[config.mk]
export PLATFORM = sky130hd
export DESIGN_NAME = sbit_rx
export DESIGN_NICKNAME = d
export VERILOG_FILES = /design/src/rtl/sbr_pkg.sv /design/src/rtl/sbr_sync.sv /design/src/rtl/sbr_clkgen.sv /design/src/rtl/sbr_capture.sv /design/src/rtl/sbr_manch.sv /design/src/rtl/sbit_rx.sv
export SDC_FILE = /design/constraint.sdc
export NUM_CORES = 1
export LEC_CHECK = 0
export ABC_AREA = 1
export BUFFER_PORTS_ARGS = -buffer_cell sky130_fd_sc_hd__buf_4
export CAP_MARGIN = 5
export CORE_MARGIN = 8
export CORE_UTILIZATION = 62
export CTS_BUF_LIST = sky130_fd_sc_hd__clkbuf_8
export CTS_CLUSTER_DIAMETER = 30
export CTS_CLUSTER_SIZE = 40
export DETAILED_ROUTE_END_ITERATION = 10
export GPL_TIMING_DRIVEN = 0
export PLACE_DENSITY = 0.82
export SYNTH_ARGS = -nofsm -noshare
export SYNTH_HDL_FRONTEND = slang
export SYNTH_HIERARCHICAL = 1
export SYNTH_SLANG_ARGS = --single-unit
[constraint.sdc]
create_clock -name clk_i -period 1.9 [get_ports clk_i]
set_input_delay 0 -clock clk_i [delete_from_list [all_inputs] [get_ports clk_i]]
set_output_delay 0 -clock clk_i [all_outputs]
set_load 0.1 [all_outputs]
[src/rtl/sbr_pkg.sv]
package sbr_pkg;
  localparam int unsigned SBR_DIV_W = 8;

  typedef enum logic [1:0] {
    SRC_EXT    = 2'd0,
    SRC_INT    = 2'd1,
    SRC_INT_F2 = 2'd2,
    SRC_INT_R2 = 2'd3
  } clk_src_e;

  typedef enum logic [1:0] {
    IF_RISE   = 2'd0,
    IF_FALL   = 2'd1,
    IF_MCH_R0 = 2'd2,
    IF_MCH_R1 = 2'd3
  } if_mode_e;
endpackage

[src/rtl/sbr_sync.sv]
module sbr_sync #(
  parameter int unsigned W = 2
) (
  input  logic         clk_i,
  input  logic         rst_ni,
  input  logic [W-1:0] async_i,
  output logic [W-1:0] lvl_o,
  output logic [W-1:0] chg_o
);
  logic [W-1:0] meta_q, sync_q, prev_q;

  for (genvar g = 0; g < W; g++) begin : g_bit
    always_ff @(posedge clk_i or negedge rst_ni) begin
      if (!rst_ni) begin
        meta_q[g] <= 1'b0;
        sync_q[g] <= 1'b0;
        prev_q[g] <= 1'b0;
      end else begin
        meta_q[g] <= async_i[g];
        sync_q[g] <= meta_q[g];
        prev_q[g] <= sync_q[g];
      end
    end
    assign lvl_o[g] = sync_q[g];
    assign chg_o[g] = sync_q[g] ^ prev_q[g];
  end
endmodule

[src/rtl/sbr_clkgen.sv]
module sbr_clkgen #(
  parameter int unsigned DIV_W = 8
) (
  input  logic             clk_i,
  input  logic             rst_ni,
  input  logic             en_i,
  input  logic [DIV_W-1:0] div_half_i,
  output logic             sclk_o,
  output logic             rise_o,
  output logic             fall_o
);
  logic [DIV_W-1:0] cnt_q;
  logic             sclk_q;
  logic             last, tick;

  assign last = (cnt_q == div_half_i - DIV_W'(1));
  assign tick = en_i && last;

  always_ff @(posedge clk_i or negedge rst_ni) begin
    if (!rst_ni) begin
      cnt_q  <= '0;
      sclk_q <= 1'b0;
    end else if (!en_i) begin
      cnt_q  <= '0;
      sclk_q <= 1'b0;
    end else if (last) begin
      cnt_q  <= '0;
      sclk_q <= ~sclk_q;
    end else begin
      cnt_q  <= cnt_q + DIV_W'(1);
    end
  end

  assign sclk_o = sclk_q;
  assign rise_o = tick && !sclk_q;
  assign fall_o = tick && sclk_q;

  a_r4_div_min: assert property (@(posedge clk_i) disable iff (!rst_ni)
    en_i |-> (div_half_i >= DIV_W'(2)));
  a_r4_off_low: assert property (@(posedge clk_i) disable iff (!rst_ni)
    !en_i |=> !sclk_q);
  a_r4_toggle_on_count: assert property (@(posedge clk_i) disable iff (!rst_ni)
    ($past(en_i) && (sclk_q != $past(sclk_q)))
      |-> ($past(cnt_q) == $past(div_half_i) - DIV_W'(1)));
endmodule

[src/rtl/sbr_capture.sv]
module sbr_capture
  import sbr_pkg::*;
(
  input  logic     clk_i,
  input  logic     rst_ni,
  input  logic     en_i,
  input  clk_src_e src_i,
  input  logic     fall_sel_i,
  input  logic     ext_lvl_i,
  input  logic     ext_chg_i,
  input  logic     int_rise_i,
  input  logic     int_fall_i,
  input  logic     data_i,
  output logic     bit_o,
  output logic     vld_o
);
  logic ext_rise, ext_fall, edge_hit, take;
  logic par_q, vld_q, bit_q;

  assign ext_rise = ext_chg_i && ext_lvl_i;
  assign ext_fall = ext_chg_i && !ext_lvl_i;

  always_comb begin
    unique case (src_i)
      SRC_EXT:    edge_hit = fall_sel_i ? ext_fall   : ext_rise;
      SRC_INT:    edge_hit = fall_sel_i ? int_fall_i : int_rise_i;
      SRC_INT_F2: edge_hit = int_fall_i;
      SRC_INT_R2: edge_hit = int_rise_i;
      default:    edge_hit = 1'b0;
    endcase
  end

  // paired modes keep only every second qualifying edge
  assign take = edge_hit && (!src_i[1] || par_q);

  always_ff @(posedge clk_i or negedge rst_ni) begin
    if (!rst_ni) begin
      par_q <= 1'b0;
      vld_q <= 1'b0;
      bit_q <= 1'b0;
    end else if (!en_i) begin
      par_q <= 1'b0;
      vld_q <= 1'b0;
    end else begin
      vld_q <= take;
      if (take) bit_q <= data_i;
      if (edge_hit && src_i[1]) par_q <= ~par_q;
    end
  end

  assign bit_o = bit_q;
  assign vld_o = vld_q;

  a_r6_second_edge: assert property (@(posedge clk_i) disable iff (!rst_ni)
    (vld_q && src_i[1]) |-> !par_q);
endmodule

[src/rtl/sbr_manch.sv]
module sbr_manch #(
  parameter int unsigned DIV_W = 8
) (
  input  logic             clk_i,
  input  logic             rst_ni,
  input  logic             en_i,
  input  logic             pol_i,
  input  logic [DIV_W-1:0] div_half_i,
  input  logic             lvl_i,
  input  logic             chg_i,
  output logic             bit_o,
  output logic             vld_o
);
  localparam int unsigned CW = DIV_W + 2;

  logic [CW-1:0] cnt_q, thr;
  logic          armed_q, vld_q, bit_q, take;

  // mid-bit window opens at three quarters of a bit period
  assign thr  = CW'(div_half_i) + CW'(div_half_i >> 1);
  assign take = chg_i && (!armed_q || (cnt_q >= thr));

  always_ff @(posedge clk_i or negedge rst_ni) begin
    if (!rst_ni) begin
      cnt_q   <= '0;
      armed_q <= 1'b0;
      vld_q   <= 1'b0;
      bit_q   <= 1'b0;
    end else if (!en_i) begin
      cnt_q   <= '0;
      armed_q <= 1'b0;
      vld_q   <= 1'b0;
    end else begin
      vld_q <= take;
      if (take) begin
        bit_q   <= pol_i ? lvl_i : ~lvl_i;
        armed_q <= 1'b1;
        cnt_q   <= '0;
      end else if (cnt_q != '1) begin
        cnt_q <= cnt_q + CW'(1);
      end
    end
  end

  assign bit_o = bit_q;
  assign vld_o = vld_q;

  a_r8_boundary_skip: assert property (@(posedge clk_i) disable iff (!rst_ni)
    vld_q |-> (!$past(armed_q) || ($past(cnt_q) >= $past(thr))));
endmodule

[src/rtl/sbit_rx.sv]
module sbit_rx
  import sbr_pkg::*;
#(
  parameter int unsigned DIV_W = SBR_DIV_W
) (
  input  logic             clk_i,
  input  logic             rst_ni,
  input  logic             chan_en_i,
  input  logic             cfg_wr_i,
  input  logic [1:0]       cfg_src_i,
  input  logic [1:0]       cfg_mode_i,
  input  logic [DIV_W-1:0] div_half_i,
  input  logic             ext_clk_i,
  input  logic             sdata_i,
  output logic             int_clk_o,
  output logic             bit_o,
  output logic             bit_vld_o
);
  clk_src_e   src_q;
  if_mode_e   mode_q;
  logic [1:0] s_lvl, s_chg;
  logic       irise, ifall, cap_en, mch_en;
  logic       c_bit, c_vld, m_bit, m_vld;

  always_ff @(posedge clk_i or negedge rst_ni) begin
    if (!rst_ni) begin
      src_q  <= SRC_EXT;
      mode_q <= IF_RISE;
    end else if (cfg_wr_i && !chan_en_i) begin
      src_q  <= clk_src_e'(cfg_src_i);
      mode_q <= if_mode_e'(cfg_mode_i);
    end
  end

  assign cap_en = chan_en_i && !mode_q[1];
  assign mch_en = chan_en_i && mode_q[1];

  // bit 1: data, bit 0: external clock
  sbr_sync #(.W(2)) u_sync (
    .clk_i   (clk_i),
    .rst_ni  (rst_ni),
    .async_i ({sdata_i, ext_clk_i}),
    .lvl_o   (s_lvl),
    .chg_o   (s_chg)
  );

  sbr_clkgen #(.DIV_W(DIV_W)) u_clkgen (
    .clk_i      (clk_i),
    .rst_ni     (rst_ni),
    .en_i       (chan_en_i),
    .div_half_i (div_half_i),
    .sclk_o     (int_clk_o),
    .rise_o     (irise),
    .fall_o     (ifall)
  );

  sbr_capture u_capture (
    .clk_i      (clk_i),
    .rst_ni     (rst_ni),
    .en_i       (cap_en),
    .src_i      (src_q),
    .fall_sel_i (mode_q[0]),
    .ext_lvl_i  (s_lvl[0]),
    .ext_chg_i  (s_chg[0]),
    .int_rise_i (irise),
    .int_fall_i (ifall),
    .data_i     (s_lvl[1]),
    .bit_o      (c_bit),
    .vld_o      (c_vld)
  );

  sbr_manch #(.DIV_W(DIV_W)) u_manch (
    .clk_i      (clk_i),
    .rst_ni     (rst_ni),
    .en_i       (mch_en),
    .pol_i      (mode_q[0]),
    .div_half_i (div_half_i),
    .lvl_i      (s_lvl[1]),
    .chg_i      (s_chg[1]),
    .bit_o      (m_bit),
    .vld_o      (m_vld)
  );

  assign bit_o     = mode_q[1] ? m_bit : c_bit;
  assign bit_vld_o = mode_q[1] ? m_vld : c_vld;

  a_r1_cfg_locked: assert property (@(posedge clk_i) disable iff (!rst_ni)
    $past(chan_en_i) |-> ($stable(src_q) && $stable(mode_q)));
  a_r9_quiet_when_off: assert property (@(posedge clk_i) disable iff (!rst_ni)
    (!chan_en_i && !$past(chan_en_i)) |-> !bit_vld_o);
  a_r9_single_pulse_clocked: assert property (@(posedge clk_i) disable iff (!rst_ni)
    (bit_vld_o && !mode_q[1]) |=> !bit_vld_o);
endmodule

# After elaboration in Yosys (flattened, before gate mapping)
# Cells that the tools add are included.
[word_totals]
regBits = 35
inputBits = 18
out_inout_bits = 3
wordCells = 77
[op_classes]
n_addsub = 4
order_cmp = 1
n_eq_ne = 9
muxes = 19
bitwise = 5
reduce_logical = 22
[ops]
columns = ["cell", "n"]
rows = [
  ["$mux 10", 3],
  ["$mux 8", 2],
  ["$mux 1", 13],
  ["$logic_and 1x1->1", 11],
  ["$add 10x1->10 const B", 1],
  ["$ge 10x10->1", 1],
  ["$ne 10x10->1 const B", 1],
  ["$add 8x7->9", 1],
  ["$add 8x1->8 const B", 1],
  ["$eq 8x8->1", 1],
  ["$sub 8x1->8 const B", 1],
  ["$logic_not 1->1", 6],
  ["$eq 2x2->1 const B", 2],
  ["$ne 2x2->1 const B", 2],
  ["$pmux 1 s4", 1],
  ["$reduce_and 2->1", 2],
  ["$ne 3x3->1 const B", 1],
  ["$not 1->1", 3],
  ["$eq 2x1->1 const B", 1],
  ["$logic_not 2->1", 1],
  ["$logic_or 1x1->1", 2],
  ["$ne 2x1->1 const B", 1],
  ["$xor 1x1->1", 2],
]

# Longest topological paths before layout
# Gate-level depths: netlist of the first run.
[depth]
ltp_word = 9
depth_mapped = 17
mapped_depth_nobuf = 17

# Cells and area by module
# Netlist of the first run, hierarchy kept.
[by_module_without_submodules]
columns = ["mod", "instances", "cells_each", "area_each_um2", "seq_area_each_um2"]
rows = [
  ["sbr_manch", 1, 165, 1237.4, 325.3],
  ["sbr_clkgen", 1, 130, 793.3, 225.2],
  ["sbr_capture", 1, 33, 226.5, 75.1],
  ["sbit_rx", 1, 27, 196.4, 100.1],
  ["sbr_sync", 1, 16, 187.7, 150.1],
]

# Worst setup path after synthesis of the first run
# Ideal clock, no wire load.
[synth_timing]
kind = "register to output"
start = "reg mode_q[1]"
end = "out bit_o"
t_arrival_ps = 2546
required_ps = 1900
path_slack_ps = -646
stages_incl_launch_ff = 2
path_buffers = 0
cell_sequence = "dfrtp_1 > o21ai_0"
[synth_via]
elab_chain_cells = 1
[synth_rtl]
columns = ["item", "line_no", "source"]
rows = [
  ["from (decl)", "sbit_rx.sv:20", "if_mode_e mode_q;"],
  ["from (signal assigned)", "sbit_rx.sv:31", "mode_q <= if_mode_e'(cfg_mode_i);"],
  ["$mux 1", "sbit_rx.sv:84", "assign bit_o = mode_q[1] ? m_bit : c_bit;"],
  ["to (decl)", "sbit_rx.sv:16", "output logic bit_o,"],
]
# No other way between the ends.

# Worst setup path in the final report of the first run
[layout_timing]
start = "in div_half_i[1]"
end = "reg u_manch.cnt_q[7]"
[layout_via]
elab_chain_cells = 6
word_cells_on_any_way = 7
classes_between = "add/sub (1); order compare (1); eq/ne (1); mux (2); reduce/logical (2)"
[layout_rtl]
columns = ["item", "line_no", "source"]
rows = [
  ["from (decl)", "sbit_rx.sv:12", "input logic [DIV_W-1:0] div_half_i,"],
  ["$add 8x7->9 *", "sbr_manch.sv:20", "assign thr = CW'(div_half_i) + CW'(div_half_i >> 1);"],
  ["$ge 10x10->1 *", "sbr_manch.sv:21", "assign take = chg_i && (!armed_q || (cnt_q >= thr));"],
  ["$logic_or 1x1->1 *", "sbr_manch.sv:21", ""],
  ["$logic_and 1x1->1 *", "sbr_manch.sv:21", ""],
  ["$mux 10", "sbr_manch.sv:35", "if (take) begin"],
  ["$mux 10", "sbr_manch.sv:29", "end else if (!en_i) begin"],
  ["to (signal assigned)", "sbr_manch.sv:40", "cnt_q <= cnt_q + CW'(1);"],
  ["to (decl)", "sbr_manch.sv:16", "logic [CW-1:0] cnt_q, thr;"],
]
# Mark *: on every way between the ends. The rest lies on a longest branch, timed or not.
# A chain may end at the register's enable or synchronous reset.

==> results of run 1 <==
==> layout make-up <==
cell class | instances | share of cell area [%]
Inverter | 62 | 6.77
Multi-Input combinational cell | 274 | 52.1
Sequential cell | 35 | 25.5
Tap cell | 50 | 1.82
Buffer | 1 | 0.146
Clock buffer | 5 | 2.00
Timing Repair Buffer | 38 | 9.68
Clock inverter | 3 | 1.97
==> kinds of logic after synthesis <==
kind of cell               Yosys count  share of synthesized area (%)
and+or+nand+nor                    213                           37.0
DFF                                 35                           33.2
adders and majority gates           22                           10.7
xor gates and xnor gates            16                           5.31
buffers and inverters               63                           9.00
AOI/OAI and AO/OA                   22                           4.83
==> worst register-to-register path, stage by stage, from the launching register on <==
cell                       delay [ps]
sky130_fd_sc_hd__dfrtp_1          400
sky130_fd_sc_hd__inv_1             80
sky130_fd_sc_hd__nand2_1           60
sky130_fd_sc_hd__nand2_1           80
sky130_fd_sc_hd__nand2_1           70
sky130_fd_sc_hd__nand2_1           40
sky130_fd_sc_hd__nor2_1           130
sky130_fd_sc_hd__nand3_2          120
sky130_fd_sc_hd__nor2_4           140
sky130_fd_sc_hd__nand2_2           80
sky130_fd_sc_hd__nor2_4           140
sky130_fd_sc_hd__nand2_2           70
sky130_fd_sc_hd__nand3_2           70
sky130_fd_sc_hd__nand2_2           70
sky130_fd_sc_hd__o21bai_1         120
sky130_fd_sc_hd__nand2_1           70
==> synthesized netlist by cell type, drive strengths merged <==
cell type    n
nand3b       1
o31ai        1
nand2      114
xnor2        5
nand3       38
xor2        11
inv         62
a21oi        8
clkbuf       1
nor2        48
dfrtp       35
nor3         3
ha          21
o21ai        7
a21boi       1
fa           1
nand4        9
a31oi        2
a21o         1
o22ai        1
o21bai       1
==> metrics by stage <==
stage	util (%)	total power, mW	hold slack (ps)
after floorplan	-	1.20	-296
after global placement	70.4	1.33	-25.5
after detailed placement	70.4	1.34	-22.6
after CTS	77.3	2.17	14.2
after global routing	84.7	2.36	35.0
final	84.7	2.25	34.6
==> state kept, by name (all words and copies together), names as in the netlist, 2 cells and up <==
| name | flops |
|---|---|
| src_q | 2 |
| u_sync/lvl_o | 2 |
| u_sync/meta_q | 2 |
| u_manch/cnt_q | 10 |
| u_clkgen/cnt_q | 8 |
| mode_q | 2 |
| u_sync/prev_q | 2 |
==> cells in the final DEF (no fill, tap or decap), types with 2 or more instances in the layout <==
cell,netlist,layout
sky130_fd_sc_hd__a21oi_1,7,6
sky130_fd_sc_hd__a21oi_2,1,2
sky130_fd_sc_hd__buf_4,0,25
sky130_fd_sc_hd__bufinv_16,0,2
sky130_fd_sc_hd__clkbuf_8,0,5
sky130_fd_sc_hd__dfrtp_1,35,34
sky130_fd_sc_hd__dlygate4sd3_1,0,11
sky130_fd_sc_hd__ha_1,21,17
sky130_fd_sc_hd__ha_4,0,4
sky130_fd_sc_hd__inv_1,56,54
sky130_fd_sc_hd__inv_2,6,8
sky130_fd_sc_hd__nand2_1,104,100
sky130_fd_sc_hd__nand2_2,7,11
sky130_fd_sc_hd__nand2_8,0,3
sky130_fd_sc_hd__nand3_1,34,24
sky130_fd_sc_hd__nand3_2,4,13
sky130_fd_sc_hd__nand4_1,8,8
sky130_fd_sc_hd__nor2_1,40,27
sky130_fd_sc_hd__nor2_2,7,9
sky130_fd_sc_hd__nor2_4,1,12
sky130_fd_sc_hd__nor3_1,3,3
sky130_fd_sc_hd__o21ai_0,6,6
sky130_fd_sc_hd__xnor2_1,5,5
sky130_fd_sc_hd__xor2_1,11,11
==> worst min path at each step <==
stage                        to  depth (start not counted)     start  slack, ps
2_1_floorplan         mode_q[0]                          0    rst_ni       -300
6_report              mode_q[1]                          4  cfg_wr_i         30
3_3_place_gp   u_manch/cnt_q[8]                          1    rst_ni        -30
4_1_cts               mode_q[1]                          4  cfg_wr_i         10
5_1_grt               mode_q[0]                          4  cfg_wr_i         40
3_5_place_dp   u_manch/cnt_q[8]                          1    rst_ni        -20
==> report_power, final <==
| part | total, mW | leakage (nW) | switching (mW) | internal, mW |
|---|---|---|---|---|
| logic | 0.614 | 1.18 | 0.384 | 0.230 |
| registers | 0.836 | 0.460 | 0.0447 | 0.791 |
| clock network | 0.798 | 0.0644 | 0.275 | 0.523 |
| total | 2.25 | 1.71 | 0.704 | 1.54 |
==> routing by layer <==
metal | routed length, um | up-vias
met5 | 0 | -
met4 | 71 | 0
met3 | 393 | 9
met2 | 3280 | 74
met1 | 2660 | 1198
li1 | - | 1260
==> timing repair <==
item | 4_1_cts | 5_1_grt
setup endpoints to repair | 14 | 16
pin swaps | 2 | 32
hold buffers | 11 | 0
hold endpoints to repair | 41 | 0
cloned | 0 | 1
setup buffers | 0 | 7
gates resized for setup | 6 | 53
==> results by stage, run 1 <==
Pwr:
- The power density relative to cell area is about 650 nW/um^2.
- The leakage dissipation is 1.71 nW.
- Across the VDD grid, the largest voltage drop is approximately 690 uV.

Critical path:
- On the critical path the largest part of the delay comes from simple AND/OR/NAND/NOR gates.
- The setup slack of the worst register-to-register path is around 60 ps.
- In this run the worst setup path terminates at u_manch/cnt_q[7].
- The data required time of the worst path is between 2000 and 2500 ps.
- The delay of the slowest critical-path stage is 430 ps.
- The worst path buffer plus inverter count is 1.
- The depth of the worst register-to-register path is 15.
- The kind of start point of the critical path is a primary input.
- Walking the worst path, the cells encountered are buf_12 > ha_4 > fa_2 > nand4_1 > nand3_2 > a21oi_2 > ha_1 > nand2_2 > a21oi_2 > nor2_2 > nand3_4 > nand2_8 > nand2_8 > nor2_2.
- Counting buffers and inverters, the worst setup path is 14 cells deep.
- The type of the worst setup path is primary input to register.
- The endpoint identified for the worst register-to-register timing path is u_capture/bit_o.
- The worst setup path is captured at a register.
- The first element of the critical path is div_half_i[1].
- The cell with the largest stage delay on the worst path is sky130_fd_sc_hd__fa_2.
- The source of the worst register-to-register timing path is u_clkgen/cnt_q[4].
- Data on the critical path arrives at its endpoint at approximately 2100 ps.
- The top fanout value on the critical path is 5.

Outcome:
- The final reports fail on negative setup slack.
- The run finished, with violations left.

Cells and area:
- The finished cells cover approximately 3400 um^2.
- The area of combinational cells with multiple inputs is roughly 1800 um^2.
- The number of antenna diodes is 0.
- The layout net count is approximately 460.
- Cells with a size suffix above 1 make up 24.9% of the layout.
- Across the whole layout, storage elements account for ~880 um^2.
- The filler cell count in the final layout is ~240.
- The count of cells in the finished layout, fillers not included, comes to about 470.
- The area growth from synthesis to layout is 30.2%.

STA:
- The final clock period utilization by the worst path is 101%.
- The highest clock frequency the design can meet is around 520 MHz.
- Setup violations remaining at the end of the flow were counted as 7.
- The number of hold-slack violations in the final timing report is 0.
- Clock skew on the completed layout was measured at about 1.6 ps.
- The time the final worst path needs with I/O delays and setup is between 1500 and 2000 ps.
- The max-slew violation count is 0.
- The sum of negative setup slack is -83.4 ps.
- Setup repair after global routing could not meet its margin everywhere.
- Measured against its own limit, the worst slew margin works out to slightly above 60%.
- After layout, the worst setup slack is -21.8 ps.
- The transition at the pin with the smallest max-transition slack is between 500 and 600 ps.

Placement:
- The post-placement worst setup slack is -401 ps.
- Once placement completed, the tool counted placed cells totaling ~440.
- During placement, the flow inserted port buffers numbering 20.
- The HPWL after detailed placement is between 4000 and 5000 um.
- The final RePlAce weighted congestion is between 0.8 and 0.9.
- The placed instances occupy a cell area of between 2000 and 3000 um^2.

Die:
- The die extent in x is slightly above 80 um.
- The floorplan has 23 rows.
- The die area is ~6600 um^2.
- The number of ports placed on the die boundary is 21.
- The initial core utilization is 65.1%.
- Measured along the y axis, the die boundary spans slightly above 80 um.
- The area of the placeable core is ~4000 um^2.

Clocking:
- For the worst-skew pair, the clock arrives at the later sink with an insertion delay of 280 ps.
- The clock input transition at the sequential cells of the worst setup and hold paths is roughly 70 ps.
- The count of clock tree sinks is 35.
- The clock tree from TritonCTS is done.
- The cell chosen for the clock root is sky130_fd_sc_hd__clkbuf_8.
- In this run the number of H-tree levels came out at 2.
- The maximum root-to-sink buffer count is 2.
- Counting the buffers created by CTS gives 5.

Synth:
- The netlist area before placement is around 2600 um^2.
- Ranked by total cell area, the synthesized netlist is headed by sky130_fd_sc_hd__dfrtp_1 33%, sky130_fd_sc_hd__nand2_1 15%, sky130_fd_sc_hd__ha_1 9.9%.
- Synthesis produced 371 cells.
- The register bit total from synthesis is 35.
- The sequential element share of the synthesized area is around a third.
- The share of synthesized area in the top cell type comes to between 30% and 40%.
- The post-synthesis cell type count is 30.
- The average footprint of a synthesized cell is a little over 7 um^2.
- The biggest area contributor in the post-synthesis netlist is sky130_fd_sc_hd__dfrtp_1.
- Counting every net in the synthesized netlist gives ~400.
- During synthesis, Yosys emitted a total of 6 warnings.

Detailed routing:
- For this run, design rule violations remaining after detail routing come to 0.
- Once detail routing completed, the nets flagged for antenna violations numbered 0.
- The number of iterations in the first detailed-routing pass is 4.
- After detailed routing, the average wire length per cell comes to between 10 and 15 um.
- The average via count per standard cell is 5.43.
- After detailed routing, the total wire length is roughly 6400 um.
- The first routing iteration left ~170 violations.
- The detailed-route via count is between 2,000 and 3,000.

Global routing:
- The number of antenna violations at the first check in global routing is 0.
- The global-route track usage on met3 is under 10%.
- The total overflow left after global routing is 0.
- The global routing stage identified its most utilized layer as met2.
- The met1 track demand over resource in global routing is 21.7%.
- For met2 alone, demand over resource in global routing was about 33%.
- The combined global-route utilization of all metal layers is a little under a fifth.
- The number of global-route vias before repair is approximately 2,400.
- The first global-routing pass estimated ~10,000 um of wire.
- The maximum number of pins on one net before global-route repair is 36.

Flow run:
- The tool flagged a number of max-cap violations equal to 0.

Hold path:
- In this run the worst hold path is classified as primary input to register.
Note: power is estimated with default switching activity, not from simulation.
==> run 2, diff against run 1 <==
--- a/config.mk
+++ b/config.mk
@@ -16,6 +16,7 @@
 export DETAILED_ROUTE_END_ITERATION = 10
 export GPL_TIMING_DRIVEN = 0
 export PLACE_DENSITY = 0.82
+export REMOVE_ABC_BUFFERS = 1
 export SYNTH_ARGS = -nofsm -noshare
 export SYNTH_HDL_FRONTEND = slang
 export SYNTH_HIERARCHICAL = 1
==> results by stage, run 2 (synthesis results as in run 1) <==
Clocking:
- The clock latency at the later pin of the worst-skew pair is 290 ps (about the same).
- Clock tree synthesis selected as its root buffer the cell sky130_fd_sc_hd__clkbuf_8.
- The maximum root-to-sink buffer count is 2 (unchanged).
- The count of H-tree levels built during CTS is 2 (unchanged).
- The number of clock buffers inserted by TritonCTS is 5 (unchanged).
- The clock tree from TritonCTS is done.
- The count of clock tree sinks is 35 (unchanged).
- The clock input transition at the sequential cells of the worst setup and hold paths is 70 ps (about the same).

Detailed routing:
- The average via count per standard cell is 5.54 (+1.9%).
- The number of iterations in the first detailed-routing pass is 4 (unchanged).
- The detailed-route via count is 2,585 (+1.7%).
- The DRC violation count after routing is 0 (unchanged).
- The routed length per instance was 14.3 um (+4.6%).
- The remaining number of nets flagged by the antenna check after routing was 0 (unchanged).
- The aggregate routed wire length is 6690 um (+4.4%).
- The count of routing violations after the opening detailed-route iteration is 153 (-8.9%).

Cells and area:
- The share of post-route cells with drive strength above 1 is 25.9% (+1.0 points).
- The utilization of the core after routing was 85.4% (+0.62 points).
- The most common library cell in the layout ignoring fill and taps is sky130_fd_sc_hd__nand2_1.
- The flip-flop count of the largest register after layout was 10 (unchanged).
- The largest registers in the layout are u_manch/cnt_q x10, u_clkgen/cnt_q x8.
- The layout net count is 456 (-0.22%).
- Compared with the post-synthesis result, the final layout area differs by 31.1%.
- More flip-flops sit in one register than any other, and that register is u_manch/cnt_q.
- The number of antenna diodes is 0 (unchanged).
- In the layout the commonest cells are 97 x sky130_fd_sc_hd__nand2_1, 53 x sky130_fd_sc_hd__inv_1, 35 x sky130_fd_sc_hd__dfrtp_1.

STA:
- The number of hold-slack violations in the final timing report is 0 (unchanged).
- The largest clock skew in the final design came to 2.95 ps (+1.31 ps).
- The final clock period utilization by the worst path was 101% (about the same).
- The relative max-transition margin is 61.4% (-0.88 points).
- The highest clock frequency the design can meet came to 521 MHz (about the same).
- The worst hold margin is 34.2 ps (-0.418 ps).
- The transition at the pin with the smallest max-transition slack came to 579 ps (+13.2 ps).
- The final worst setup slack came to -21.1 ps (+0.676 ps).
- The number of endpoints failing setup at the final stage is 8 (+1).
- The max-slew violation count is 0 (unchanged).
- Setup repair after global routing could not meet its margin everywhere.
- The time the final worst path needs with I/O delays and setup is 1920 ps (-0.676 ps).

Critical path:
- Traced cell by cell, the critical path runs through buf_4 > ha_4 > nand2_1 > inv_1 > nand4_1 > nand3_2 > nand3_2 > nand3b_1 > nand2_2 > ha_4 > nand2_1 > nor2_2 > nand3_2 > nand3_4 > nand2_8 > nand2_8 > nor2_4.
- The depth of the worst register-to-register path is 15 (unchanged).
- The delay of the slowest critical-path stage is 300 ps (-130 ps).
- The arrival time reported for the critical path endpoint is 2100 ps (-40 ps).
- The kind of start point of the critical path is a primary input.
- The cell count along the critical path came to 17 (+3).
- STA classifies the critical path endpoint as a register.
- The type of the worst setup path is primary input to register.
- The kind of cell adding the most delay to the critical path is simple AND/OR/NAND/NOR gates.
- The worst path buffer plus inverter count is 2 (+1).
- For this design, the slowest cell found on the critical path is sky130_fd_sc_hd__ha_4.
- The top fanout value on the critical path was 6 (+1).
- The setup slack of the worst register-to-register path is 40 ps (-20 ps).
- By instance count, the cell type seen most on the critical path is sky130_fd_sc_hd__nand3_2.
- The data required time of the worst path is 2080 ps (-40 ps).

Placement:
- The number of port buffers was 20 (unchanged).
- The estimated wirelength of the detail-placed design came to 4180 um (+1.8%).
- The final RePlAce weighted congestion came to 0.838 (+0.59%).

Hold path:
- The type of the most critical hold path is primary input to register.
- The hold-critical path depth is 4 (unchanged).

Die:
- The number of cell rows is 23 (unchanged).
- The initial core utilization was 65.1% (unchanged).
- The area of the placeable core is 4060 um^2 (unchanged).
- The die extent in x is 81.3 um (unchanged).
- The number of ports placed on the die boundary was 21 (unchanged).
- The vertical die dimension came to 81.3 um (unchanged).
- The die area came to 6600 um^2 (unchanged).

Outcome:
- The checks that failed: negative setup slack.
- The flow ran to the end, but the final reports show violations.

Global routing:
- The number of antenna violations at the first check in global routing is 0 (unchanged).
- The met2 capacity usage during global routing is 30.9% (-1.8 points).
- The most crowded layer after global routing is met2.
- The first-pass GRT wire length is 10,100 um (about the same).
- The met1 track demand over resource in global routing was 23.2% (+1.5 points).
- The combined global-route utilization of all metal layers was 18.7% (-0.021 points).
- The global-route track usage on met3 is 4.53% (-0.22 points).
- The number of global-route vias before repair is 2,391 (-1.4%).
- The maximum number of pins on one net before global-route repair is 36 (unchanged).
- The sum of overflow across all layers after global routing is 0 (unchanged).

Pwr:
- The maximum resistive drop on vdd is 819 uV (+18%).
- The leakage dissipation is 1.70 nW (-0.46%).
- The power density relative to cell area is 652 nW/um^2 (-0.34%).

Flow run:
- The max-capacitance violation count was 0 (unchanged).
[run 2: cell types whose count changed in the layout (fill, tap and decap cells not counted), sizes merged]
cell    before  now
clkbuf       6    5
[run 2: final cells by class]
| cell class | instances | area (um^2) |
|---|---|---|
| clock buffers | 5 | 68.8 |
| repair buffers | 38 | 333 |
| clock inverters | 3 | 67.6 |
| fillers | 222 | 594 |
| multi-input cells | 274 | 1820 |
| flip-flops and latches | 35 | 876 |
| inverters | 62 | 233 |
| well taps | 50 | 62.6 |
[run 2: path summary, 6_finish.rpt]
| kind | start | endpoint |
|---|---|---|
| setup / recovery | div_half_i[4] | u_manch/cnt_q[1] |
| hold / removal | cfg_wr_i | mode_q[0] |
| setup reg to reg | u_clkgen/cnt_q[6] | u_capture/bit_o |
| hold reg to reg | u_sync/meta_q[1] | u_sync/lvl_o[1] |
| max in group asynchronous | rst_ni | u_sync/prev_q[0] |
| min in group asynchronous | rst_ni | u_manch/cnt_q[9] |
[run 2: through the flow]
stage	instance area, um^2	worst slack [ps]	cells	power [mW]	TNS [ps]
finish	3460	-21.1	467	2.26	-120
detailed placement	2850	-377	440	1.34	-4470
global placement	2850	-330	440	1.33	-3990
floorplan	2640	-646	370	1.20	-1330
CTS	3140	-4.31	459	2.17	-7.58
global route	3460	-129	467	2.37	-1030
[run 2: routing by layer]
layer / vias to the layer above / share of wire (%)
li1: 1265 / -
met1: 1237 / 43
met2: 69 / 51
met3: 14 / 4.6
met4: 0 / 1.6
met5: - / 0
[run 2: timing repair]
action,in CTS,in global routing
hold endpoints to repair,41,0
hold buffers,11,0
resized for setup,8,57
setup buffers,0,7
gates cloned,0,1
pin swaps,1,26
setup endpoints to repair,12,16
[run 2: where the power goes]
part,switching [mW],internal (mW)
clock network,0.280,0.523
registers,0.0464,0.791
logic,0.385,0.231
[run 2: tightest hold or removal path: stages]
cell and delay [ps]:
sky130_fd_sc_hd__buf_4 110, sky130_fd_sc_hd__nand2_2 70, sky130_fd_sc_hd__nand2_1 60, sky130_fd_sc_hd__nand2_1 40
==> run 3, diff against run 2 <==
--- a/config.mk
+++ b/config.mk
@@ -5,9 +5,8 @@
 export SDC_FILE = /design/constraint.sdc
 export NUM_CORES = 1
 export LEC_CHECK = 0
-export ABC_AREA = 1
 export BUFFER_PORTS_ARGS = -buffer_cell sky130_fd_sc_hd__buf_4
-export CAP_MARGIN = 5
+export CAP_MARGIN = 30
 export CORE_MARGIN = 8
 export CORE_UTILIZATION = 62
 export CTS_BUF_LIST = sky130_fd_sc_hd__clkbuf_8
==> results by stage, run 3 <==
Global routing:
- The maximum number of pins on one net before global-route repair came to 36 (unchanged).
- The first-pass GRT wire length came to 10,100 um (+0.56%).
- The number of global-route vias before repair is 2,113 (-12%).
- The combined global-route utilization of all metal layers is 20.6% (+1.9 points).
- The sum of overflow across all layers after global routing is 0 (unchanged).
- The number of antenna violations at the first check in global routing is 0 (unchanged).

Critical path:
- The critical path is of the register to register type.
- The first element of the critical path is u_clkgen/cnt_q[4].
- The kind of start point of the critical path is a register.
- The arrival time reported for the critical path endpoint came to 2930 ps (+830 ps).
- The data required time of the worst path is 2080 ps (about the same).
- The top fanout value on the critical path is 4 (-2).
- The setup slack of the worst register-to-register path is -840 ps (-880 ps).
- The worst setup path is captured at a register.
- The critical path ends at u_capture/bit_o.
- In this run the critical register-to-register path is launched from u_clkgen/cnt_q[4].
- The depth of the worst register-to-register path is 9 (-6).
- In this run the critical register-to-register path is captured at u_capture/bit_o.

Die:
- The vertical die dimension is 78.2 um (-3.8%).
- The die area is 6110 um^2 (-7.5%).
- The number of cell rows is 22 (-4.3%).
- The area of the placeable core is 3690 um^2 (-9.1%).
- The number of ports placed on the die boundary was 21 (unchanged).
- The initial core utilization came to 65.0% (-0.13 points).
- The die extent in x is 78.2 um (-3.8%).

Placement:
- The number of port buffers came to 20 (unchanged).
- The estimated wirelength of the detail-placed design is 3290 um (-21%).
- The final RePlAce weighted congestion is 0.840 (+0.30%).

Cells and area:
- The filler cell count in the final layout is 152 (-32%).
- The register with the highest flop count is u_manch/cnt_q.
- The number of antenna diodes is 0 (unchanged).
- The share of post-route cells with drive strength above 1 came to 39.0% (+13 points).
- The layout net count was 329 (-28%).
- The library cell used most frequently in the layout, excluding fill and tap cells, is sky130_fd_sc_hd__dfrtp_1.
- The area growth from synthesis to layout is 36.7%.
- In the final layout, the registers with the most flip-flops are u_manch/cnt_q x10, u_clkgen/cnt_q x8.
- The flip-flop count of the largest register after layout is 10 (unchanged).
- In the layout the commonest cells are 34 x sky130_fd_sc_hd__dfrtp_1, 33 x sky130_fd_sc_hd__buf_4, 16 x sky130_fd_sc_hd__nor2_1, 16 x sky130_fd_sc_hd__ha_1, 14 x sky130_fd_sc_hd__xnor2_1.

Detailed routing:
- The routed length per instance came to 23.0 um (+61%).
- The aggregate routed wire length was 7780 um (+16%).
- The detailed-route via count was 2,220 (-14%).
- The average via count per standard cell is 6.57 (+19%).
- The DRC violation count after routing is 0 (unchanged).
- The count of routing violations after the opening detailed-route iteration is 386 (+150%).
- The remaining number of nets flagged by the antenna check after routing is 0 (unchanged).
- The number of iterations in the first detailed-routing pass was 6 (+2).

STA:
- Setup repair after global routing could not meet its margin everywhere.
- The max-slew violation count is 0 (unchanged).
- The worst hold margin is 70.7 ps (+36.5 ps).
- The final worst setup slack is -843 ps (-822 ps).
- The final clock period utilization by the worst path was 144% (+43 points).
- The number of endpoints failing setup at the final stage was 24 (+16).
- The transition at the pin with the smallest max-transition slack is 803 ps (+224 ps).
- The number of hold-slack violations in the final timing report is 0 (unchanged).
- The relative max-transition margin is 46.0% (-15 points).
- The largest clock skew in the final design was 5.86 ps (+2.91 ps).
- The time the final worst path needs with I/O delays and setup came to 2740 ps (+822 ps).
- The highest clock frequency the design can meet is 365 MHz (-30%).

Synth:
- Among all cell types in the netlist, the one instantiated most often is sky130_fd_sc_hd__dfrtp_1.
- The proportion of register bits with asynchronous set or reset after synthesis is 100% (unchanged).
- The average footprint of a synthesized cell is 10.4 um^2 (+46%).
- The instance count of the mapped netlist was 231 (-38%).
- The number of enable flip-flop cells after synthesis is 0 (unchanged).
- By count the netlist is led by 35 x sky130_fd_sc_hd__dfrtp_1, 21 x sky130_fd_sc_hd__ha_1, 19 x sky130_fd_sc_hd__nor2_1, 14 x sky130_fd_sc_hd__xnor2_1, 14 x sky130_fd_sc_hd__xor2_1.
- The netlist area before placement is 2400 um^2 (-9.3%).
- In the post-synthesis netlist, the biggest area contributors are sky130_fd_sc_hd__dfrtp_1 37%, sky130_fd_sc_hd__ha_1 11%, sky130_fd_sc_hd__xnor2_1 5.1%.
- The biggest area contributor in the post-synthesis netlist is sky130_fd_sc_hd__dfrtp_1.
- The sequential element share of the synthesized area is 36.6% (+3.4 points).
- The register bit total from synthesis is 35 (unchanged).
- Among all flip-flop cells after synthesis, the most frequent one is sky130_fd_sc_hd__dfrtp_1.
- The share of the synthesized area in the top cell type is 36.6% (+3.4 points).
- The post-synthesis cell type count is 57 (+90%).
- The total of warnings raised by yosys is 6 (unchanged).

Pwr:
- The final total power was 2.07 mW (-8.3%).
- The leakage dissipation was 1.44 nW (-15%).
- The power density relative to cell area is 632 nW/um^2 (-3.1%).
- The maximum resistive drop on vdd came to 943 uV (+15%).

Clocking:
- The clock tree from TritonCTS is done.
- The count of clock tree sinks is 35 (unchanged).
- The maximum root-to-sink buffer count was 2 (unchanged).
- The clock latency at the later pin of the worst-skew pair is 300 ps (about the same).
- The number of clock buffers inserted by TritonCTS came to 5 (unchanged).
- The clock input transition at the sequential cells of the worst setup and hold paths was 80 ps (about the same).
- The cell chosen for the clock root is sky130_fd_sc_hd__clkbuf_8.
- The count of H-tree levels built during CTS is 2 (unchanged).

Flow run:
- The max-capacitance violation count is 0 (unchanged).

Outcome:
- The flow ran to the end, but the final reports show violations.
- The checks that failed: negative setup slack.

Hold path:
- The tightest min-delay check is of the primary input to register type.
- The launch point of the worst hold path is chan_en_i.
## run 3: per-layer routing
metal	vias to the layer above	GRT usage (%)	wire length [um]
met4	0	7.41	289
met3	34	3.76	674
met2	156	36.6	3800
met1	1084	24.1	3020
met5	-	0	0
li1	946	-	-
## run 3: metrics by stage
stage          setup slack, ps  cells  cell area (um^2)  TNS [ps]  util [%]
2_1_floorplan             -812    227              2370     -9160         -
3_3_place_gp             -1130    295              2580    -16710      70.0
3_5_place_dp             -1180    295              2580    -17460      70.0
4_1_cts                   -732    328              3080     -9060      83.5
5_1_grt                   -892    338              3280    -12900      88.8
6_report                  -843    338              3280    -11430      88.8
## run 3: worst min-delay path by stage
stage,cells after the start,endpoint
after floorplan,0,mode_q[0]
after global placement,1,u_sync/meta_q[1]
after detailed placement,1,u_capture/bit_o
after CTS,3,u_clkgen/sclk_o
after global routing,2,u_clkgen/cnt_q[4]
final,2,u_clkgen/cnt_q[4]
## run 3: what timing repair did
| item | 4_1_cts | 5_1_grt |
|---|---|---|
| setup endpoints to repair | 24 | 24 |
| resized for setup | 34 | 27 |
| pin swaps | 25 | 22 |
| hold endpoints to repair | 41 | 0 |
| setup buffers | 18 | 11 |
| gates cloned | 1 | 0 |
| hold buffers | 7 | 0 |
## run 3: logic make-up (layout without fill, tap and decap cells)
family          Yosys count  after routing  synth area share [%]
mux                      12             12                  6.42
flops                    35             35                  36.6
compound gates           35             36                  11.5
fa+ha+maj                22             22                  11.8
xor+xnor                 28             28                  10.2
buf+inv                  16             74                  2.87
simple gates             83             83                  20.6
## run 3: area by class of cell
cell class / count / area, um^2 / share of cell area, %
clock inverters: 3 / 25.0 / 0.764
multi-input cells: 181 / 1700 / 51.8
clock buffers: 5 / 68.8 / 2.10
well taps: 48 / 60.1 / 1.83
flip-flops and latches: 35 / 877 / 26.8
repair buffers: 54 / 504 / 15.4
inverters: 12 / 45.0 / 1.38
## run 3: worst max-delay path: stages, from the launching register on
cell                       delay [ps]
sky130_fd_sc_hd__dfrtp_1          440
sky130_fd_sc_hd__xor2_1           260
sky130_fd_sc_hd__nor2_1            80
sky130_fd_sc_hd__o311a_1          390
sky130_fd_sc_hd__a211oi_4         350
sky130_fd_sc_hd__and3_4           260
sky130_fd_sc_hd__mux2_4           160
sky130_fd_sc_hd__and3_4           190
sky130_fd_sc_hd__o31a_1           180
sky130_fd_sc_hd__mux2_4           320
## run 3: report_power, final
part           internal, mW  switching, mW
Clock                 0.262          0.307
Sequential            0.797         0.0549
Combinational         0.296          0.352
